### src/rtl/ptrig_pkg.sv
package ptrig_pkg;

    typedef enum logic [1:0] {
        M_ONLY_A   = 2'd0,
        M_ONLY_B   = 2'd1,
        M_A_THEN_B = 2'd2,
        M_CHAIN_2  = 2'd3
    } trig_mode_e;

    typedef enum logic {
        ST_IDLE  = 1'b0,
        ST_ARMED = 1'b1
    } arm_state_e;

    localparam int REG_PAT_A = 0;
    localparam int REG_PAT_B = 1;
    localparam int REG_CTRL  = 2;
    localparam int REG_FILT  = 3;

endpackage

### src/rtl/ptrig_cond.sv
module ptrig_cond #(
    parameter int NUM_CH = 4,
    parameter int FILT_W = 5,
    localparam int PAT_W = 2 * NUM_CH + 1
) (
    input  logic              clk,
    input  logic              rst_n,
    input  logic [NUM_CH-1:0] chan_i,
    input  logic [PAT_W-1:0]  pat_i,
    input  logic [FILT_W-1:0] filt_i,
    output logic              ok_o
);

    typedef struct packed {
        logic [FILT_W-1:0] cnt;
    } cond_state_t;

    cond_state_t s_d, s_q;
    logic [NUM_CH-1:0] term;
    logic              cond;

    for (genvar c = 0; c < NUM_CH; c++) begin : g_term
        assign term[c] = ~pat_i[2*c+1] | (chan_i[c] == pat_i[2*c]);
    end

    assign cond = (&term) ^ pat_i[PAT_W-1];

    always_comb begin
        s_d = s_q;
        if (!cond) begin
            s_d.cnt = '0;
        end else if (s_q.cnt != {FILT_W{1'b1}}) begin
            s_d.cnt = s_q.cnt + 1'b1;
        end
    end

    always_ff @(posedge clk or negedge rst_n) begin
        if (!rst_n) begin
            s_q <= '0;
        end else begin
            s_q <= s_d;
        end
    end

    assign ok_o = cond && (s_q.cnt >= filt_i);

    // with a nonzero filter, acceptance needs the pattern true one edge earlier
    p_filter_hold_r6: assert property (@(posedge clk) disable iff (!rst_n)
        (ok_o && filt_i != '0) |-> $past(cond));

endmodule

### src/rtl/ptrig_qual.sv
module ptrig_qual #(
    parameter int SYNC_STAGES = 2
) (
    input  logic clk,
    input  logic rst_n,
    input  logic ext_i,
    output logic level_o,
    output logic rise_o
);

    typedef struct packed {
        logic [SYNC_STAGES:0] sh;
    } qual_state_t;

    qual_state_t s_d, s_q;

    always_comb begin
        s_d    = s_q;
        s_d.sh = {s_q.sh[SYNC_STAGES-1:0], ext_i};
    end

    always_ff @(posedge clk or negedge rst_n) begin
        if (!rst_n) begin
            s_q <= '0;
        end else begin
            s_q <= s_d;
        end
    end

    assign level_o = s_q.sh[SYNC_STAGES-1];
    assign rise_o  = s_q.sh[SYNC_STAGES-1] & ~s_q.sh[SYNC_STAGES];

    // a qualifying edge marks exactly one cycle
    p_rise_single_r7: assert property (@(posedge clk) disable iff (!rst_n)
        rise_o |=> !rise_o);

endmodule

### src/rtl/pattern_trigger.sv
module pattern_trigger
    import ptrig_pkg::*;
#(
    parameter int NUM_CH      = 4,
    parameter int FILT_W      = 5,
    parameter int DATA_W      = 16,
    parameter int SYNC_STAGES = 2
) (
    input  logic              clk,
    input  logic              rst_n,
    input  logic [NUM_CH-1:0] chan_i,
    input  logic              ext_clk_i,
    input  logic              inhibit_i,
    input  logic              cfg_we_i,
    input  logic [1:0]        cfg_addr_i,
    input  logic [DATA_W-1:0] cfg_wdata_i,
    output logic              trig_o,
    output logic              mon_o
);

    localparam int PAT_W = 2 * NUM_CH + 1;
    localparam logic [PAT_W-1:0] PAT_NEVER = {1'b1, {(PAT_W-1){1'b0}}};

    typedef struct packed {
        logic [PAT_W-1:0]  pat_a;
        logic [PAT_W-1:0]  pat_b;
        trig_mode_e        mode;
        logic              qual_en;
        logic              gate_out;
        logic              mon_ext;
        logic [FILT_W-1:0] filt;
    } cfg_t;

    typedef struct packed {
        cfg_t       cfg;
        arm_state_e state;
        logic       ev_a_prev;
        logic       ev_b_prev;
        logic       trig;
        logic       mon;
    } top_state_t;

    top_state_t r_d, r_q;
    logic ok_a, ok_b;
    logic q_level, q_rise;
    logic ev_a, ev_b, rise_a, rise_b, fire;

    ptrig_cond #(.NUM_CH(NUM_CH), .FILT_W(FILT_W)) u_cond_a (
        .clk    (clk),
        .rst_n  (rst_n),
        .chan_i (chan_i),
        .pat_i  (r_q.cfg.pat_a),
        .filt_i (r_q.cfg.filt),
        .ok_o   (ok_a)
    );

    ptrig_cond #(.NUM_CH(NUM_CH), .FILT_W(FILT_W)) u_cond_b (
        .clk    (clk),
        .rst_n  (rst_n),
        .chan_i (chan_i),
        .pat_i  (r_q.cfg.pat_b),
        .filt_i (r_q.cfg.filt),
        .ok_o   (ok_b)
    );

    ptrig_qual #(.SYNC_STAGES(SYNC_STAGES)) u_qual (
        .clk     (clk),
        .rst_n   (rst_n),
        .ext_i   (ext_clk_i),
        .level_o (q_level),
        .rise_o  (q_rise)
    );

    always_comb begin
        r_d = r_q;

        if (cfg_we_i) begin
            case (cfg_addr_i)
                2'(REG_PAT_A): r_d.cfg.pat_a = cfg_wdata_i[PAT_W-1:0];
                2'(REG_PAT_B): r_d.cfg.pat_b = cfg_wdata_i[PAT_W-1:0];
                2'(REG_CTRL): begin
                    r_d.cfg.mode     = trig_mode_e'(cfg_wdata_i[1:0]);
                    r_d.cfg.qual_en  = cfg_wdata_i[2];
                    r_d.cfg.gate_out = cfg_wdata_i[3];
                    r_d.cfg.mon_ext  = cfg_wdata_i[4];
                end
                default: r_d.cfg.filt = cfg_wdata_i[FILT_W-1:0];
            endcase
        end

        ev_a   = ok_a & (~r_q.cfg.qual_en | q_rise);
        ev_b   = ok_b & (~r_q.cfg.qual_en | q_rise);
        rise_a = ev_a & ~r_q.ev_a_prev;
        rise_b = ev_b & ~r_q.ev_b_prev;
        r_d.ev_a_prev = ev_a;
        r_d.ev_b_prev = ev_b;

        fire = 1'b0;
        case (r_q.cfg.mode)
            M_ONLY_A: begin
                fire      = rise_a;
                r_d.state = ST_IDLE;
            end
            M_ONLY_B: begin
                fire      = rise_b;
                r_d.state = ST_IDLE;
            end
            default: begin
                if (r_q.state == ST_ARMED) begin
                    if (rise_b) begin
                        fire      = 1'b1;
                        r_d.state = ST_IDLE;
                    end
                end else if (rise_a) begin
                    r_d.state = ST_ARMED;
                end
            end
        endcase

        if (inhibit_i) begin
            fire      = 1'b0;
            r_d.state = ST_IDLE;
        end

        r_d.trig = fire;
        if (r_q.cfg.mon_ext) begin
            r_d.mon = q_level;
        end else if (r_q.cfg.mode == M_ONLY_A) begin
            r_d.mon = ev_a;
        end else begin
            r_d.mon = ev_b;
        end
    end

    always_ff @(posedge clk or negedge rst_n) begin
        if (!rst_n) begin
            r_q           <= '0;
            r_q.cfg.pat_a <= PAT_NEVER;
            r_q.cfg.pat_b <= PAT_NEVER;
            r_q.cfg.mode  <= M_ONLY_A;
            r_q.state     <= ST_IDLE;
        end else begin
            r_q <= r_d;
        end
    end

    assign trig_o = r_q.cfg.gate_out ? (r_q.state == ST_ARMED) : r_q.trig;
    assign mon_o  = r_q.mon;

    // a trigger pulse never lasts two cycles
    p_trig_single_r11: assert property (@(posedge clk) disable iff (!rst_n)
        r_q.trig |=> !r_q.trig);

    // inhibit leaves no trigger and no armed state behind
    p_inhibit_clears_r8: assert property (@(posedge clk) disable iff (!rst_n)
        inhibit_i |=> (!r_q.trig && r_q.state == ST_IDLE));

    // in chained mode a trigger needs the armed state one cycle before
    p_chain_needs_arm_r5: assert property (@(posedge clk) disable iff (!rst_n)
        (r_q.trig && $past(r_q.cfg.mode[1])) |-> $past(r_q.state == ST_ARMED));

    // with qualification on, a trigger follows a qualifying edge
    p_qual_edge_r7: assert property (@(posedge clk) disable iff (!rst_n)
        (r_q.trig && $past(r_q.cfg.qual_en)) |-> $past(q_rise));

endmodule

### config.mk
export PLATFORM = sky130hd
export DESIGN_NAME = pattern_trigger
export DESIGN_NICKNAME = d
export VERILOG_FILES = /design/src/rtl/ptrig_pkg.sv /design/src/rtl/ptrig_cond.sv /design/src/rtl/ptrig_qual.sv /design/src/rtl/pattern_trigger.sv
export SDC_FILE = /design/constraint.sdc
export NUM_CORES = 1
export LEC_CHECK = 0
export BUFFER_PORTS_ARGS = -buffer_cell sky130_fd_sc_hd__clkbuf_2
export CAP_MARGIN = 25
export CORE_ASPECT_RATIO = 0.8
export CORE_UTILIZATION = 40
export CTS_CLUSTER_DIAMETER = 80
export DETAILED_ROUTE_END_ITERATION = 10
export PLACE_DENSITY = 0.62
export SYNTH_ARGS = -nofsm -noshare
export SYNTH_HDL_FRONTEND = slang
export SYNTH_SLANG_ARGS = --single-unit
### constraint.sdc
create_clock -name clk -period 3.3 [get_ports clk]
set_input_delay 0.33 -clock clk [delete_from_list [all_inputs] [get_ports clk]]
set_output_delay 0.33 -clock clk [all_outputs]
set_load 0.005 [all_outputs]
## Word-level counts from Yosys, hierarchy flattened

Cells that the tools add are included.

- Register bits after elaboration: 46
- Latch bits: 0
- RAM bits: 0
- ROM bits: 0
- Input bits: 27
- Output and inout port bits: 2
- Word-level logic and storage cells: 91
- Memories: 0

- Add/sub/neg operators: 2
- $mul: 0
- Divide/modulo/power cells: 0
- Order comparisons: 2
- Eq/ne operators: 15
- Shifts and indexed selects: 0
- Muxes and demuxes: 16
- Bitwise logic cells: 29
- Reduce and logical (&&, ||, !) cells: 12

Operators with widths:

| kind | count |
|---|---|
| 5-bit 2-to-1 mux | 4 |
| 1-bit inverter | 13 |
| 1-bit 2-to-1 mux | 11 |
| 5-bit by 1-bit adder with 5-bit output, second input constant | 2 |
| 5-bit greater-or-equal comparator | 2 |
| 5-bit != test, second input constant | 2 |
| 1-bit OR | 9 |
| 1-bit == test | 8 |
| 2-bit AND reduction | 4 |
| 4-bit AND reduction | 2 |
| 1-bit bitwise AND | 5 |
| 2-bit by 1-bit == test with 1-bit output, second input constant | 2 |
| 2-bit zero test | 2 |
| 2-bit != test, second input constant | 2 |
| 3-bit OR reduction | 1 |
| 2-bit == test, second input constant | 1 |
| 1-bit logical AND | 2 |
| 1-bit one-hot mux with 2 select lines | 1 |
| 2-bit OR reduction | 1 |
| 1-bit bitwise XOR | 2 |

## Depth between registers and ports, before layout

Gate-level depths: netlist (run 1).

- Word-level depth: 11
- Gate-level depth with buffers: 8
- Gate-level depth less buffers: 8

## By module

From an unflattened synthesis (run 1), not the netlist that was laid out.

- Cells, all modules: 175
- Area total of the unflattened synthesis: 2267.2 µm²

By module, submodules not included:

| module | times used | cells an instance | area each (µm²) | sequential area each (µm²) |
|---|---|---|---|---|
| pattern_trigger | 1 | 85 | 1330.0 | 828.3 |
| ptrig_cond | 2 | 43 | 424.2 | 125.1 |
| ptrig_qual | 1 | 4 | 88.8 | 75.1 |

## Worst setup path before layout (run 1)

OpenSTA, ideal clock, no wires.

- Kind: register -> register
- Start: register u_cond_a.s_q[0] in the netlist's numbering
- End: register r_q (netlist bit mon_o)
- Setup time: 0.126 ns
- Arrival: 1.668 ns
- Data required time: 3.174 ns
- Setup slack: 1.506 ns
- Cell stages (with the launch flop): 9
- Path buffers: 0
- Period minus slack after synthesis: 1.794 ns
- Path through: dfrtp_1 -> inv_1 -> ha_1 -> nand2b_1 -> a211oi_1 -> o21bai_1 -> a21oi_1 -> nor3_2 -> a221o_1

RTL lines:

| element | line | text |
|---|---|---|
| start: declaration | ptrig_cond.sv:18 | `cond_state_t s_d, s_q;` |
| start signal: assignment | ptrig_cond.sv:39 | `s_q <= '0;` |
| start signal: assignment | ptrig_cond.sv:41 | `s_q <= s_d;` |
| end signal: assignment | pattern_trigger.sv:143 | `r_q <= r_d;` |
| end: declaration | pattern_trigger.sv:43 | `top_state_t r_d, r_q;` |

==> results of run 1 <==
registers in the layout (all words and copies together) (netlist names):
| name | count |
|---|---|
| r_q | 32 |
| u_cond_a.s_q | 5 |
| u_cond_b.s_q | 5 |
| u_qual.s_q | 3 |
| mon_o | 1 |
logic make-up after synthesis:
family	count (synthesis)	synth area share
AOI/OAI and AO/OA	16	0.06432
xor gates and xnor gates	16	0.06600
adders and majority gates	14	0.07830
buffers and inverters	9	0.01510
DFF	46	0.5157
muxes	34	0.1683
and+or+nand+nor	36	0.09228
path summary, 6_finish.rpt:
kind,cells after the start,end,slack [ps],from
setup / recovery,8,mon_o$_DFF_PN0_,1310,u_cond_a.s_q[0]$_DFFE_PN0P_
hold / removal,1,u_qual.s_q[0]$_DFF_PN0_,150,ext_clk_i
setup reg to reg,8,mon_o$_DFF_PN0_,1310,u_cond_a.s_q[0]$_DFFE_PN0P_
hold reg to reg,0,u_qual.s_q[1]$_DFF_PN0_,360,u_qual.s_q[0]$_DFF_PN0_
max in group asynchronous,3,r_q[32]$_DFFE_PN1P_,2190,rst_n
min in group asynchronous,2,u_cond_b.s_q[1]$_DFFE_PN0P_,520,rst_n
where the power goes:
group | total (mW) | internal, mW | switching, mW
Combinational | 0.402 | 0.203 | 0.199
Clock | 0.421 | 0.242 | 0.179
Sequential | 0.757 | 0.668 | 0.0888
repair_timing:
item / CTS / global route
hold buffers: 1 / 0
hold endpoints to repair: 17 / 0
buffers inserted: 0 / 0
critical path, stage by stage, from the launching register on:
cell and delay [ps]:
dfrtp_1 420, inv_1 60, ha_1 260, nand2b_1 140, a211oi_1 240, o21bai_1 100, a21oi_1 240, nor3_2 100
a221o_1 310
metrics by stage:
stage / std cells / hold WS, ps / total power [mW] / cell area (um2)
final: 264 / 147.1 / 1.581 / 2574
after CTS: 264 / 134.3 / 1.600 / 2574
after floorplan: 171 / 34.41 / 1.035 / 2237
after detailed placement: 256 / 306.8 / 1.170 / 2451
after global routing: 264 / 129.0 / 1.682 / 2574
after global placement: 255 / 339.6 / 1.141 / 2431
routing by layer:
metal  track usage  wire length, um  vias to the layer above
met3       0.04762              110                        2
met2        0.2270             1839                       14
met4       0.03750               25                        0
li1              -                -                      665
met1        0.2208             2170                      665
met5             0                0                        -
final cells by class:
| cell class | instances | area share |
|---|---|---|
| clock inverters | 1 | 0.01167 |
| inverters | 8 | 0.01167 |
| well taps | 62 | 0.03014 |
| flip-flops and latches | 46 | 0.4482 |
| multi-input cells | 116 | 0.4079 |
| repair buffers | 25 | 0.05834 |
| clock buffers | 6 | 0.03209 |
placed cells by master, fill, tap and decap left out, types with 2 or more instances in the layout:
| cell | instances |
|---|---|
| o21ai_0 | 3 |
| nand4b_1 | 2 |
| ha_1 | 14 |
| nor2b_1 | 2 |
| buf_4 | 2 |
| a22o_1 | 3 |
| nand3b_1 | 3 |
| nor4_1 | 2 |
| nor3_1 | 2 |
| xnor2_1 | 3 |
| dfstp_2 | 2 |
| inv_1 | 8 |
| xor2_1 | 12 |
| nor4b_1 | 2 |
| and3_1 | 2 |
| nor2_1 | 15 |
| o21bai_1 | 2 |
| mux2_2 | 29 |
| dfrtp_1 | 44 |
| clkbuf_2 | 21 |
| clkbuf_8 | 6 |
| mux2i_1 | 5 |
==> qor.csv, run 1 <==
stage,metric,value,unit
routing,1st-pass router iterations,4,
sta,final setup fails,0,
sta,Clock Skews,6.584,ps
final_layout,number of fill cells,453,
place,PortBufs,21,
final_layout,Final nets,243,
synthesis,top-count cell post-synth,dfrtp_1,
clocking,htree depth,2,
synthesis,Syn Inst Count,171,
routing,via count,1346,
clocking,Worst-Skew Late Latency,290,ps
global_routing,total track usage,0.1538,
place,Post-DP HPWL,3188,um
worst_setup_path,Critical Path Fanout Max,4,
synthesis,post-synth design cell area,2237,um2
place,gpl congestion,0.8426,
clocking,clock tree buffer depth,2,
synthesis,sequential element share of the synthesized area,0.5157,
routing,routed wire length,4146,um
sta,final max-slew violation count,0,
synthesis,YS warnings,0,
power_and_ir_drop,PD cells,614.1,nW/um2
sta,Final period util,0.6031,
synthesis,post-synthesis net count,212,
synthesis,most frequent cells after synthesis,"dfrtp_1 (44), mux2_2 (29), nor2_1 (15)",
synthesis,Cell variety after synth,35,
clocking,number of gates resized after cts,0,
sta,Slew @ Worst Pin,786.4,ps
global_routing,largest net degree at the start of global routing,30,
worst_setup_path,Critical Path Source Type,flip-flop,
die,Die ar.,5898,um2
die,die width,85.61,um
sta,Fin Setup TNS,0,ps
die,core area,5180,um2
power_and_ir_drop,Max IR drop VDD,206.3,uV
routing,DR DRC count,0,
clocking,clock sinks,46,
worst_setup_path,Critical Path RT,3470,ps
die,initial core utilization,0.4319,
worst_setup_path,CP Data Arrival Time,2160,ps
die,row count,23,
power_and_ir_drop,Lkg Pwr,1.210,nW
routing,Antenna Nets Post-Route,0,
routing,Initial DRC Count,72,
clocking,Inserted Clock Buffers,5,
place,pre-CTS setup slack,1300,ps
clocking,CTS tree,built,
sta,Final Hold Viols,0,
routing,wire per inst,15.70,um
sta,RSZ-0062 raised after global routing,no,
hold_path,Hold WC Path Type,in2reg,
die,DIE HEIGHT,68.89,um
global_routing,vias in the first global route,1343,
die,I/O pin count,29,
synthesis,asr flop ratio synth,1.000,
synthesis,top cell type's share of synthesized area,0.4922,
sta,Max Clk Rate,0.5024,GHz
synthesis,"Top FF cell, synth",dfrtp_1,
flow_run,Max Cap Viol,0,
global_routing,antenna violations before repair,0,
final_layout,post-layout util,0.4969,
worst_setup_path,critical path class,reg2reg,
clocking,Clock transition at path regs,80,ps
synthesis,synthesized area per cell,13.08,um2
final_layout,# diodes,0,
status,status,"complete, no violations",
final_layout,Layout area overhead,15.04,%
global_routing,first-pass GRT wire length,6665,um
final_layout,area of the multi-input gates,1050,um2
final_layout,ratio of cells with drive above 1 in the final layout,0.3317,
worst_setup_path,crit path capture type,flip-flop,
sta,min cycle time layout,1990,ps
final_layout,FF+latch area,1154,um2
global_routing,GRT overflow,0,
sta,Final Worst Setup Slack,1310,ps
clocking,CTS root buf,clkbuf_8,
routing,drt via density,5.098,
sta,slew margin rel.,0.4746,
synthesis,"EDFF count, synth",0,
synthesis,#FFs+latches synth,46,
synthesis,Synth area leaders,"dfrtp_1 (49%), mux2_2 (15%), ha_1 (7.8%)",
synthesis,"area leader, netlist",dfrtp_1,
Note: power is estimated with default switching activity, not from simulation.
==> run 2: changes to the inputs <==
- ABC_AREA: not set -> 1
- clock period: 3.3 -> 2 ns (I/O delays scaled with it)
==> run 2 against run 1 <==
Effect of this change: maximum frequency is 22% higher; non-clock buffer count is 1 lower; worst hold slack worse by 38 ps; synthesized cell count is 65% higher; combinational power is 50% higher; final cell count is 48% higher; power is 52% higher; largest cell class unchanged; largest power group unchanged; highest routed layer unchanged.
==> qor.csv, run 2 <==
stage,metric,value,unit
status,status,"complete, no violations",
final_layout,Biggest register,r_q,
worst_setup_path,Critical Path Fanout Max,3,
synthesis,"area leader, netlist",dfrtp_1,
global_routing,largest net degree at the start of global routing,47,
final_layout,number of fill cells,542,
clocking,CTS tree,built,
worst_setup_path,Worst path slowest cell,dfrtp_1,
sta,Max Clk Rate,0.6132,GHz
global_routing,vias in the first global route,1658,
die,die width,86.78,um
power_and_ir_drop,Max IR drop VDD,420.3,uV
synthesis,simple-gate portion of the synthesized area,0.2312,
final_layout,Largest regs,"r_q (32), u_cond_a.s_q (5), u_cond_b.s_q (5)",
place,gpl congestion,0.7875,
clocking,Worst-Skew Late Latency,300,ps
flow_run,Max Cap Viol,0,
routing,top layer used by detailed routing,met4,
synthesis,"EDFF count, synth",0,
synthesis,top cell type's share of synthesized area,0.4788,
sta,Clock Skews,5.731,ps
synthesis,#FFs+latches synth,46,
sta,Slew @ Worst Pin,581.0,ps
sta,slew margin rel.,0.6127,
final_layout,Post-Layout Cell Count,390,
synthesis,adder-cell share of the synthesized area,0.07617,
clocking,Inserted Clock Buffers,5,
synthesis,Syn Inst Count,282,
sta,RSZ-0062 raised after global routing,no,
worst_setup_path,crit path capture type,flip-flop,
final_layout,Final nets,352,
final_layout,"commonest cells after routing, fill and taps aside","nand2_1 (75), inv_1 (48), dfrtp_1 (44)",
power_and_ir_drop,switching share of power,0.3406,
synthesis,main combinational cell family by area after synthesis,simple AND/OR/NAND/NOR gates,
routing,wire per inst,10.64,um
sta,Fin Setup TNS,0,ps
worst_setup_path,Buffers & Inverters on Critical Path,1,
synthesis,post-synthesis net count,323,
synthesis,Cell variety after synth,20,
routing,WL met1,2241,um
routing,drt via density,4.454,
die,Die ar.,6059,um2
final_layout,max reg flops,32,
die,row count,24,
power_and_ir_drop,Logic pwr share,0.251,
global_routing,total track usage,0.1579,
clocking,clock sinks,46,
power_and_ir_drop,Internal,1.582,mW
die,I/O pin count,29,
worst_setup_path,CP Data Arrival Time,1830,ps
clocking,clock tree buffer depth,2,
clocking,Clock transition at path regs,90,ps
routing,DR WL met2,1737,um
synthesis,asr flop ratio synth,1.000,
routing,via count,1737,
global_routing,first-pass GRT wire length,7314,um
power_and_ir_drop,Seq pwr share,0.502,
synthesis,top-count cell post-synth,nand2_1,
synthesis,mux cell area share after synthesis,0,
worst_setup_path,max incr delay on CP,400,ps
final_layout,ratio of cells with drive above 1 in the final layout,0.1346,
place,Post-DP HPWL,3060,um
worst_setup_path,CP Cell Sequence,"inv_1, ha_1, a21oi_1, o21ai_0, nor2_1, nor2_4, nand2_1, nand2_1, nand3_1, o21ai_1",
synthesis,post-synth design cell area,2300,um2
synthesis,XOR/XNOR Fraction of Synth Area,0.01523,
power_and_ir_drop,clock network fraction of total power,0.247,
routing,DR DRC count,0,
clocking,htree depth,2,
synthesis,"Top FF cell, synth",dfrtp_1,
sta,min cycle time layout,1631,ps
power_and_ir_drop,P_sw,0.8171,mW
power_and_ir_drop,Lkg Pwr,1.424,nW
routing,Antenna Nets Post-Route,0,
global_routing,GRT overflow,0,
clocking,CTS root buf,clkbuf_8,
synthesis,synthesized area per cell,8.155,um2
sta,final setup fails,0,
sta,final max-slew violation count,0,
sta,Final period util,0.8154,
final_layout,"commonest non-fill, non-tap cell in the layout",nand2_1,
synthesis,Synth area leaders,"dfrtp_1 (48%), nand2_1 (12%), inv_1 (7.8%)",
die,core area,5495,um2
synthesis,YS warnings,0,
place,PortBufs,21,
sta,Final Hold Viols,0,
routing,routed wl met3,104,um
synthesis,sequential element share of the synthesized area,0.5016,
synthesis,most frequent cells after synthesis,"nand2_1 (75), inv_1 (48), dfrtp_1 (44)",
worst_setup_path,critical path class,reg2reg,
final_layout,Layout area overhead,13.71,%
die,initial core utilization,0.4185,
place,Post-Place Cells,380,
worst_setup_path,Critical Path RT,2200,ps
clocking,number of gates resized after cts,0,
die,DIE HEIGHT,69.82,um
routing,Initial DRC Count,57,
power_and_ir_drop,total power,2.399,mW
hold_path,Hold WC Path Type,in2reg,
worst_setup_path,CP most frequent cell,nand2_1,
final_layout,# diodes,0,
routing,routed wire length,4150,um
worst_setup_path,Critical Path Source Type,flip-flop,
worst_setup_path,Top delay family on crit path,simple AND/OR/NAND/NOR gates,
global_routing,antenna violations before repair,0,
routing,1st-pass router iterations,4,
synthesis,post-synthesis compound-gate area fraction,0.08923,
power_and_ir_drop,PD cells,917.5,nW/um2
==> run 2: changes by cell type after synthesis, moves of 5 or more <==
cell     change
o21ai_0     +28
nand3_1     +14
mux2_2      -29
a21oi_1      +7
nand2_1     +74
inv_1       +40
nor2_1       +5
mux2i_1      -5
xor2_1       -8
==> run 2: worst paths after layout <==
| kind | to | slack, ps | from | cells after the start |
|---|---|---|---|---|
| setup reg to reg | mon_o$_DFF_PN0_ | 370 | r_q[9]$_DFFE_PN0P_ | 10 |
| hold reg to reg | u_qual.s_q[1]$_DFF_PN0_ | 360 | u_qual.s_q[0]$_DFF_PN0_ | 0 |
| setup / recovery | mon_o$_DFF_PN0_ | 370 | r_q[9]$_DFFE_PN0P_ | 10 |
| max in group asynchronous | r_q[15]$_DFFE_PN0P_ | 1090 | rst_n | 3 |
| hold / removal | r_q[32]$_DFFE_PN1P_ | 110 | cfg_wdata_i[8] | 3 |
| min in group asynchronous | u_cond_a.s_q[4]$_DFFE_PN0P_ | 520 | rst_n | 3 |
==> run 2: cell type report <==
cell class | count | area, um2 | area share
multi-input combinational | 183 | 947.2 | 0.3622
tap | 78 | 97.59 | 0.03732
clock inverter | 3 | 23.77 | 0.009091
sequential | 46 | 1154 | 0.4411
clock buffer | 5 | 68.82 | 0.02632
inverter | 51 | 191.4 | 0.07321
timing repair buffer | 24 | 132.6 | 0.05072
==> run 2: repair_timing <==
item                      CTS  global route
hold buffers                2             0
hold endpoints to repair    8             0
setup buffers               0             0
==> run 2: tightest hold or removal path, stage by stage <==
cell,delay (ps)
clkbuf_2,80
inv_1,50
o21ai_0,80
==> run 2: metrics by stage <==
step / utilization / setup WS, ps / hold slack, ps / area [um2]
final: 0.4759 / 369.2 / 109.0 / 2615
after global routing: 0.4759 / 127.3 / 113.7 / 2615
after CTS: 0.4759 / 380.7 / 95.85 / 2615
after detailed placement: 0.4554 / 398.7 / 313.1 / 2502
after global placement: 0.4554 / 389.0 / 311.4 / 2502
after floorplan: - / 531.1 / -95.59 / 2300
==> run 2: power by group through the flow <==
stage	combinational (mW)	clock (mW)	sequential, mW
after floorplan	0.458	0	1.19
after global placement	0.593	0	1.22
after detailed placement	0.610	0	1.22
after CTS	0.615	0.618	1.21
after global routing	0.719	0.647	1.23
final	0.603	0.592	1.20
==> run 2: cells by family (layout without fill, tap and decap cells) <==
| kind of cell | count (synthesis) | in the layout |
|---|---|---|
| AO/OA/AOI/OAI | 41 | 41 |
| XOR/XNOR | 4 | 4 |
| adder cells (fa/ha/maj) | 14 | 14 |
| buffers and inverters | 53 | 83 |
| flip-flops | 46 | 46 |
| AND/OR/NAND/NOR | 124 | 124 |
==> run 2: metal layers <==
| metal | GRT usage | vias to the layer above |
|---|---|---|
| li1 | - | 938 |
| met1 | 0.2151 | 771 |
| met2 | 0.2443 | 20 |
| met3 | 0.03571 | 8 |
| met4 | 0.06111 | 0 |
| met5 | 0 | - |
==> run 3: changes to the inputs <==
- clock period: 2 -> 1.65 ns (I/O delays scaled with it)
==> run 3 against run 2 <==
Effect of this change: worst hold slack got worse by 42 ps; cell area rose by 6.8%; power up 37%; sequential cell count unchanged; die area unchanged; sequential share of layout area shrank 2.7 points; non-clock buffer count grew 7; clock power rose by 45%; worst setup slack got worse by 290 ps; largest cell class unchanged; largest power group unchanged.
==> qor.csv, run 3 (synthesis results as in run 2) <==
stage,metric,value,unit
status,status,"complete, no violations",
clocking,Inserted Clock Buffers,5,
die,Die ar.,6059,um2
routing,DR DRC count,0,
worst_setup_path,Worst path slowest cell,dfrtp_1,
die,core area,5495,um2
routing,1st-pass router iterations,4,
power_and_ir_drop,switching share of power,0.3297,
die,DIE HEIGHT,69.82,um
final_layout,ratio of cells with drive above 1 in the final layout,0.2226,
power_and_ir_drop,Internal,2.201,mW
sta,RSZ-0062 raised after global routing,yes,
clocking,CTS tree,built,
worst_setup_path,Critical Path Source Type,flip-flop,
final_layout,post-route cell area,2794,um2
sta,min cycle time layout,1568,ps
sta,final max-slew violation count,0,
routing,wire per inst,11.26,um
die,I/O pin count,29,
final_layout,Final nets,359,
worst_setup_path,CP Cell Sequence,"inv_2, ha_1, nand2_1, inv_1, o21ai_2, nand3_2, nand2_1, inv_2, nand2_1, nand2_1, nand3_1, o21ai_1",
final_layout,max reg flops,32,
sta,Max Clk Rate,0.6377,GHz
power_and_ir_drop,Lkg Pwr,1.485,nW
routing,Antenna Nets Post-Route,0,
power_and_ir_drop,PD cells,1175,nW/um2
final_layout,area of the multi-input gates,1039,um2
sta,Final period util,0.9504,
power_and_ir_drop,Logic pwr share,0.294,
final_layout,Biggest register,r_q,
sta,Clock Skews,6.048,ps
worst_setup_path,Top delay family on crit path,simple AND/OR/NAND/NOR gates,
clocking,CTS root buf,clkbuf_8,
clocking,clock tree buffer depth,2,
sta,Final Hold Viols,0,
power_and_ir_drop,clock network fraction of total power,0.262,
clocking,Worst-Skew Late Latency,300,ps
final_layout,FF+latch area,1156,um2
worst_setup_path,max incr delay on CP,370,ps
clocking,Clock transition at path regs,90,ps
routing,via count,1798,
routing,routed wire length,4470,um
power_and_ir_drop,Max IR drop VDD,756.7,uV
clocking,htree depth,2,
worst_setup_path,CP most frequent cell,nand2_1,
global_routing,GRT overflow,0,
worst_setup_path,crit path capture type,flip-flop,
global_routing,first-pass GRT wire length,7679,um
sta,Fin Setup TNS,0,ps
sta,Fin Hold WS,67.01,ps
power_and_ir_drop,P_sw,1.083,mW
global_routing,antenna violations before repair,0,
final_layout,"commonest cells after routing, fill and taps aside","nand2_1 (73), inv_1 (43), dfrtp_1 (42)",
global_routing,total track usage,0.1654,
worst_setup_path,Buffers & Inverters on Critical Path,3,
hold_path,Hold WC Path Type,in2reg,
place,Post-DP HPWL,3152,um
final_layout,Post-Layout Cell Count,397,
power_and_ir_drop,Seq pwr share,0.444,
worst_setup_path,CP Data Arrival Time,1770,ps
routing,drt via density,4.529,
routing,Initial DRC Count,97,
worst_setup_path,Critical Path RT,1850,ps
place,Post-Place Cells,381,
clocking,clock sinks,46,
die,initial core utilization,0.4185,
sta,final setup fails,0,
sta,Slew @ Worst Pin,324.2,ps
place,DP Area,2522,um2
final_layout,Largest regs,"r_q (32), u_cond_a.s_q (5), u_cond_b.s_q (5)",
worst_setup_path,Critical Path Fanout Max,2,
final_layout,number of fill cells,530,
global_routing,largest net degree at the start of global routing,47,
worst_setup_path,critical path class,reg2reg,
final_layout,# diodes,0,
die,die width,86.78,um
sta,slew margin rel.,0.7832,
final_layout,Layout area overhead,21.49,%
place,gpl congestion,0.7871,
final_layout,"commonest non-fill, non-tap cell in the layout",nand2_1,
flow_run,Max Cap Viol,0,
place,PortBufs,21,
global_routing,vias in the first global route,1701,
die,row count,24,
run 3: changes by cell type in the layout (fill, tap and decap cells not counted), sizes merged:
cell,change
clkinv,+1
buf,+7
clkinvlp,-2
bufinv,+1
run 3: worst paths after layout:
check | cells past startpoint | end | slack [ps] | from
worst min register to register | 0 | u_qual.s_q[1]$_DFF_PN0_ | 360 | u_qual.s_q[0]$_DFF_PN0_
max in group asynchronous | 3 | r_q[32]$_DFFE_PN1P_ | 1000 | rst_n
worst max register to register | 12 | mon_o$_DFF_PN0_ | 80 | r_q[7]$_DFFE_PN0P_
min in group asynchronous | 3 | r_q[1]$_DFF_PN0_ | 370 | rst_n
worst max-delay path | 12 | mon_o$_DFF_PN0_ | 80 | r_q[7]$_DFFE_PN0P_
worst min-delay path | 3 | r_q[32]$_DFFE_PN1P_ | 70 | cfg_wdata_i[8]
run 3: cell type report:
class / instances / share of cell area
clock inverters: 3 / 0.01567
flip-flops and latches: 46 / 0.4138
clock buffers: 5 / 0.02463
well taps: 78 / 0.03493
repair buffers: 31 / 0.07076
inverters: 51 / 0.06852
multi-input cells: 183 / 0.3717
run 3: worst min-delay path, cell delays in order:
cell      delay (ps)
clkbuf_2          80
inv_1             50
o21ai_0           80
run 3: what timing repair did:
| action | in CTS | in global routing |
|---|---|---|
| gates resized for setup | 0 | 26 |
| buffers inserted | 0 | 6 |
| hold endpoints to repair | 45 | 0 |
| endpoints found under the setup margin | 0 | 6 |
| hold buffers | 2 | 0 |
run 3: power by group through the flow:
stage | clock [mW] | sequential (mW) | combinational, mW
CTS | 0.892 | 1.46 | 0.774
global placement | 0 | 1.48 | 0.733
floorplan | 0 | 1.45 | 0.556
detailed placement | 0 | 1.48 | 0.763
global route | 0.929 | 1.48 | 1.12
finish | 0.861 | 1.46 | 0.965
run 3: metrics by stage:
| stage | worst slack (ps) | total power [mW] | utilization |
|---|---|---|---|
| finish | 81.86 | 3.284 | 0.5084 |
| detailed placement | 32.47 | 2.240 | 0.4590 |
| CTS | 10.12 | 3.125 | 0.4832 |
| global placement | 59.80 | 2.209 | 0.4590 |
| global route | -77.68 | 3.530 | 0.5084 |
| floorplan | 181.1 | 2.002 | - |
run 3: layer usage:
layer	wire length, um	GRT usage
met4	76	0.05926
met2	1960	0.2425
met1	2324	0.2376
met5	0	0
met3	107	0.04048
